## src/rtl/pwd_pkg.sv

```systemverilog
package pwd_pkg;
  localparam int NUM_WIN = 7;

  typedef struct packed {
    logic [NUM_WIN-1:0] winHit;
    logic               ackHit;
    logic               romHit;
    logic               regWr;
    logic               cycleAct;
    logic               dataAct;
  } decStrb_t;
endpackage

```

## src/rtl/pwd_ctrl.sv

```systemverilog
module pwd_ctrl
  import pwd_pkg::*;
#(
  parameter int ADDR_W = 24,
  parameter logic [7:0] PAGE_MEM = 8'hA0,
  parameter logic [7:0] PAGE_IO = 8'hA1,
  parameter logic [NUM_WIN-1:0] ACK_MASK = 7'b0111111,
  parameter logic [ADDR_W-1:0] CTRL_ADDR = 24'hA14100,
  parameter logic [ADDR_W-1:0] ROM_TOP = 24'h400000
) (
  input  logic [ADDR_W-1:0] addr,
  input  logic              asN,
  input  logic              rwN,
  input  logic              udsN,
  input  logic              ldsN,
  output decStrb_t          strb
);
  logic [7:0] page;
  logic [3:0] blk;
  logic [3:0] sub;
  logic [NUM_WIN-1:0] winHit;
  logic regHit;

  assign page = addr[ADDR_W-1 -: 8];
  assign blk  = addr[ADDR_W-9 -: 4];
  assign sub  = addr[ADDR_W-13 -: 4];

  for (genvar i = 0; i < NUM_WIN; i++) begin : gWin
    if (i == 0) begin : gMem
      assign winHit[i] = (page == PAGE_MEM);
    end else begin : gIo
      assign winHit[i] = (page == PAGE_IO) && (blk == 4'(i-1)) && (sub == 4'h0);
    end
  end

  assign regHit = (addr[ADDR_W-1:1] == CTRL_ADDR[ADDR_W-1:1]);

  always_comb begin
    strb.winHit   = winHit;
    strb.ackHit   = (|(winHit & ACK_MASK)) || regHit;
    strb.romHit   = (addr < ROM_TOP);
    strb.cycleAct = !asN;
    strb.dataAct  = !asN && (!udsN || !ldsN);
    strb.regWr    = !asN && !rwN && !udsN && regHit;
  end
endmodule

```

## src/rtl/pwd_datapath.sv

```systemverilog
module pwd_datapath
  import pwd_pkg::*;
(
  input  logic               clk,
  input  logic               rstN,
  input  decStrb_t           strb,
  input  logic               wrBit,
  output logic [NUM_WIN-1:0] selN,
  output logic               dtackN,
  output logic               bootRomSelN,
  output logic               cartRomSelN
);
  logic cartEn;

  always_ff @(posedge clk or negedge rstN) begin
    if (!rstN) begin
      selN        <= '1;
      dtackN      <= 1'b1;
      bootRomSelN <= 1'b1;
      cartRomSelN <= 1'b1;
      cartEn      <= 1'b0;
    end else begin
      selN        <= ~(strb.winHit & {NUM_WIN{strb.cycleAct}});
      dtackN      <= !(strb.dataAct && strb.ackHit);
      bootRomSelN <= !(strb.cycleAct && strb.romHit && !cartEn);
      cartRomSelN <= !(strb.cycleAct && strb.romHit && cartEn);
      if (strb.regWr) cartEn <= wrBit;
    end
  end

  assert_single_sel_R10: assert property (@(posedge clk) disable iff (!rstN)
    $onehot0(~selN));

  assert_rom_excl_R7: assert property (@(posedge clk) disable iff (!rstN)
    !(!bootRomSelN && !cartRomSelN));

  assert_ext_no_ack_R3: assert property (@(posedge clk) disable iff (!rstN)
    !selN[NUM_WIN-1] |-> dtackN);

  assert_release_R9: assert property (@(posedge clk) disable iff (!rstN)
    !strb.cycleAct |=> (dtackN && (&selN) && bootRomSelN && cartRomSelN));

  assert_reg_hold_R5: assert property (@(posedge clk) disable iff (!rstN)
    !strb.regWr |=> $stable(cartEn));
endmodule

```

## src/rtl/periph_decode.sv

```systemverilog
module periph_decode
  import pwd_pkg::*;
#(
  parameter int ADDR_W = 24,
  parameter int DATA_W = 16,
  parameter int CART_BIT = 8
) (
  input  logic               clk,
  input  logic               rstN,
  input  logic [ADDR_W-1:0]  addr,
  input  logic               asN,
  input  logic               rwN,
  input  logic               udsN,
  input  logic               ldsN,
  input  logic [DATA_W-1:0]  wdata,
  output logic [NUM_WIN-1:0] selN,
  output logic               dtackN,
  output logic               bootRomSelN,
  output logic               cartRomSelN
);
  localparam logic [DATA_W-1:0] KEEP_MASK = DATA_W'(1) << CART_BIT;

  decStrb_t strb;
  logic unusedData;

  assign unusedData = ^(wdata & ~KEEP_MASK);

  pwd_ctrl #(.ADDR_W(ADDR_W)) uCtrl (
    .addr(addr), .asN(asN), .rwN(rwN), .udsN(udsN), .ldsN(ldsN), .strb(strb)
  );

  pwd_datapath uData (
    .clk(clk), .rstN(rstN), .strb(strb), .wrBit(wdata[CART_BIT]),
    .selN(selN), .dtackN(dtackN),
    .bootRomSelN(bootRomSelN), .cartRomSelN(cartRomSelN)
  );
endmodule

```

## config.mk

```make
export PLATFORM = sky130hd
export DESIGN_NAME = periph_decode
export DESIGN_NICKNAME = d
export VERILOG_FILES = /design/src/rtl/pwd_pkg.sv /design/src/rtl/pwd_ctrl.sv /design/src/rtl/pwd_datapath.sv /design/src/rtl/periph_decode.sv
export SDC_FILE = /design/constraint.sdc
export NUM_CORES = 1
export LEC_CHECK = 0
export ABC_AREA = 0
export BUFFER_PORTS_ARGS = -buffer_cell sky130_fd_sc_hd__buf_2
export CAP_MARGIN = 20
export CORE_UTILIZATION = 33
export DETAILED_ROUTE_END_ITERATION = 10
export GPL_ROUTABILITY_DRIVEN = 1
export PLACE_DENSITY_LB_ADDON = 0.15
export SLEW_MARGIN = 20
export SYNTH_ARGS = -nofsm -noshare
export SYNTH_HDL_FRONTEND = slang
export SYNTH_SLANG_ARGS = --single-unit
export TNS_END_PERCENT = 30
```

## constraint.sdc

```tcl
create_clock -name clk -period 1.2 [get_ports clk]
set_clock_uncertainty 0.2 [all_clocks]
set_input_delay 0 -clock clk [delete_from_list [all_inputs] [get_ports clk]]
set_output_delay 0 -clock clk [all_outputs]
set_load 0.1 [all_outputs]
```

; Word-level counts from Yosys, hierarchy flattened
; Index checks and enable logic that the tools add are counted.
[op_classes]
reduce_logical = 33
order_cmp = 1
eq_ne = 8
bitwise_logic = 2
[op_table]
columns = op, n
row1 = "24-bit by 23-bit less-than comparator with 1-bit output, second input constant", 1
row2 = "23-bit == test, second input constant", 1
row3 = 1-bit logical AND, 20
row4 = "8-bit == test, second input constant", 2
row5 = "4-bit by 2-bit == test with 1-bit output, second input constant", 2
row6 = "4-bit by 3-bit == test with 1-bit output, second input constant", 2
row7 = 1-bit logical NOT, 8
row8 = 4-bit logical NOT, 2
row9 = 7-bit bitwise AND, 1
row10 = 7-bit inverter, 1
row11 = 6-bit OR reduction, 1
row12 = "4-bit by 1-bit == test with 1-bit output, second input constant", 1
row13 = 1-bit logical OR, 2
[totals]
word_cells = 49
ff_bits = 11

; Longest topological paths before layout
[depth]
word_depth = 7
depth_mapped = 4
mapped_depth_nobuf = 4

; Cells and area by module
; Synthesis repeated with hierarchy kept, for this count alone.
[unflattened]
cells_unflattened = 52
hier_area_um2 = 554.3
[modules_own_cells]
columns = mod, cells_each, seq_area_each_um2, instances, area_per_inst_um2
row1 = pwd_datapath, 23, 287.8, 1, 350.3
row2 = pwd_ctrl, 29, 0.0, 1, 203.9

; Worst setup path before layout
; Ideal clock, no wire load.
[synth_path]
path_type = input -> register
startpoint = in addr[15]
endpoint = reg uData.cartEn
required_ns = 0.872
cell_stages = 4
path_buffers = 0
arrival_time_ns = 0.949
slack_ns = -0.076
path_cell_list = nor4_4 nand4_1 nor3_2 mux2_1
[synth_via]
elab_chain_cells = 2
[synth_rtl]
columns = item, line
row1 = from (decl), periph_decode.sv:10  ; input logic [ADDR_W-1:0] addr,
row2 = 23-bit == test, pwd_ctrl.sv:36  ; assign regHit = (addr[ADDR_W-1:1] == CTRL_ADDR[ADDR_W-1:1]);
row3 = 1-bit logical AND, pwd_ctrl.sv:44  ; strb.regWr = !asN && !rwN && !udsN && regHit;
row4 = to (signal assigned), pwd_datapath.sv:27  ; if (strb.regWr) cartEn <= wrBit;
row5 = to (decl), pwd_datapath.sv:13  ; logic cartEn;
; Every way passes these cells.
; A chain may end at the register's enable or synchronous reset.

; Final worst setup path
[layout_path]
startpoint = reg uData.selN[1]
endpoint = out selN[1]
[layout_lines]
columns = item, line
row1 = from (decl), pwd_datapath.sv:8  ; output logic [NUM_WIN-1:0] selN,
row2 = from (signal assigned), pwd_datapath.sv:23  ; selN <= ~(strb.winHit & {NUM_WIN{strb.cycleAct}});
row3 = to (decl), periph_decode.sv:16  ; output logic [NUM_WIN-1:0] selN,
; No word-level cell between the ends.

==> reports/metrics.yaml <==
status:
  outcome: "complete, but fails checks"
  failed_checks: "hold timing"
floorplan:
  fp-row-count: 14
  start_util_pct: 35.3
  die_width_um: 42.1
  die-area_mm2: 0.00178
  ios: 56
  core_area_mm2: 0.00151
  die_h_um: 42.1
yosys:
  yosysSeqAreaShare_pct: 54.1
  syn_area_um2: 532
  syn_nets: 90
  yosys_most_used_dff: "dfstp_2"
  synth_edf_count: 0
  yosys.area.top_type_share_pct: 49.4
  syn_avg_cell_area_um2: 12.1
  yosys.area.top_type: "dfstp_2"
  yosys.cell_types.count: 21
  synth-seq-cells: 11
  synthArstFlopShare_pct: 100
  synth_commonest_cells: "dfstp_2 (10), nand2_1 (6), a21oi_1 (3), nand3_1 (3)"
  synthTopCellsByArea: "dfstp_2 (49%), nor4_4 (8.0%), dfrtp_1 (4.7%)"
  netlist_instances: 44
  post-synth-top-count-cell: "dfstp_2"
  yosys_warnings: 0
layout:
  seqCellArea_um2: 288
  final_util_pct: 73.3
  multi_input_area_um2: 256
  area_growth_pct: 108
  nNetsFinal: 153
  antenna_cells: 0
  drive_gt1_share_pct: 63.2
  nFillCells: 99
clocking:
  clockBufferDepth: 2
  cts-htree-levels: 1
  post_cts_buffers: 0
  cts_tree: "built"
  clk_pin_slew_worst_paths_ps: 60
  clock_latency_ps: 270
  clock_sinks: 11
  numCtsBuffers: 3
  clk_root_buffer_cell: "clkbuf_4"
drt:
  vias: 590
  via_per_inst: 4.84
  drcViolationCount: 0
  drtIter0Drc: 9
  first_pass_iters: 4
  avgRoutedWirePerCell_um: 11.4
  ant_nets: 0
  wirelength_um: 1390
timing:
  final-hold-violation-count: 11
  finalSetupViolations: 0
  fmax_mhz: 844
  rsz0062_at_grt: "true"
  fin_crit_ps: 1190
  worst_slack_ps: 14.8
  maxSlewHeadroom_pct: 79.8
  fin_setup_tns_ps: 0
  worst_slew_pin_slew_ps: 300
  maxSlewViolCount: 0
  holdWs_ps: -176
  finalCritPeriodShare_pct: 98.8
power:
  ir_worst_vdd_v: 0.000404
  p_leak_nw: 0.491
  power.density_mw_per_mm2: 706
hold_path:
  hp-class: "in2reg"
  hold_depth: 3
  hold_end: "uData.selN[6]"
  hold_start: "addr[14]"
placed_design:
  gp_congestion: 0.744
  portBuffers: 39
  place_ws_ps: -229
global_routing:
  use_met1_pct: 18.9
  grt_overflow: 0
  grt_util_all_layers_pct: 18.1
  grt_pass1_vias: 598
  grt_first_pass_wirelength_um: 2350
  antenna_found_initial: 0
  grtUsageMet2_pct: 32.8
  met3_usage_pct: 3.02
  grt_start_max_net_pins: 12
  grt.busiest_layer: "met2"
worst_setup_path:
  critPathMaxFanout: 1
  worstSetupPathType: "reg2out"
  r2r_start: "uData.cartEn"
  worstPathCellList: "buf_12"
  cp-end-kind: "output port"
  start_kind: "register"
  r2r_end: "uData.cartEn"
  slowest_delay_ps: 550
  cp_data_arrival_time_ps: 990
  r2r_setup_slack_ps: 220
  cp_top_family: "flip-flops"
  worst_path_max_delay_cell: "dfstp_2"
  crit_buf_inv: 1
  reg2regPathDepth: 1
  worstPathRequired_ps: 1000
job:
  drv_cap: 0
## flip-flops by register name, summed over array words and instances, names as in the netlist
| name | count |
|---|---|
| uData.dtackN | 1 |
| uData.bootRomSelN | 1 |
| uData.selN | 7 |
| uData.cartEn | 1 |
| uData.cartRomSelN | 1 |
## timing repair
item                       in CTS  in global routing
gates resized for setup         0                  2
hold endpoints to repair       22                 11
hold buffers                    9                  1
setup endpoints to repair       2                 10
## through the flow
stage,power (mW),cells,hold slack (ps),cell area (µm²)
final,0.779,122,-176,1100
after CTS,0.786,121,-226,1080
after global placement,0.509,108,-337,965
after floorplan,0.412,44,-496,532
after global routing,0.821,122,-158,1100
after detailed placement,0.512,108,-331,965
## cell families (layout without fill, tap and decap cells)
group	Yosys count	in the layout	share of synthesized area, %
DFF	11	11	54.1
buffers and inverters	0	62	0
and+or+nand+nor	28	28	40.0
AOI/OAI and AO/OA	4	4	3.76
muxes	1	1	2.12
## power breakdown
group / switching (mW) / internal (mW)
registers: 0.00110 / 0.375
clock network: 0.114 / 0.129
logic: 0.0678 / 0.0920
total: 0.183 / 0.596
## metal layers
| layer | vias up | wire [µm] |
|---|---|---|
| met5 | - | 0 |
| met4 | 0 | 48 |
| met3 | 4 | 68 |
| met2 | 29 | 784 |
| met1 | 266 | 490 |
| li1 | 291 | - |
## cell type report
cell class | instances | area share, %
well taps | 16 | 1.81
flip-flops and latches | 11 | 26.1
repair buffers | 58 | 46.5
clock buffers | 4 | 2.38
multi-input cells | 33 | 23.2
## cells in the final DEF, fill, tap and decap left out, types with 2 or more instances in the layout
cell	n
a21oi_1	3
buf_12	10
buf_2	29
buf_4	9
clkbuf_4	3
dfstp_2	10
dlygate4sd3_1	10
nand2_1	6
nand3_1	3
nand3b_1	2
nor2_1	2
nor3_1	2
nor4_4	2
or3_1	2
## worst max-delay path by stage
stage / from / endpoint / depth (start not counted)
after floorplan: addr[15] / uData.cartEn / 4
after global placement: addr[15] / uData.cartEn / 5
after detailed placement: addr[15] / uData.cartEn / 5
after CTS: uData.selN[1] / selN[1] / 1
after global routing: uData.selN[1] / selN[1] / 1
final: uData.selN[1] / selN[1] / 1
No activity file was read; power rests on OpenSTA's default activity.
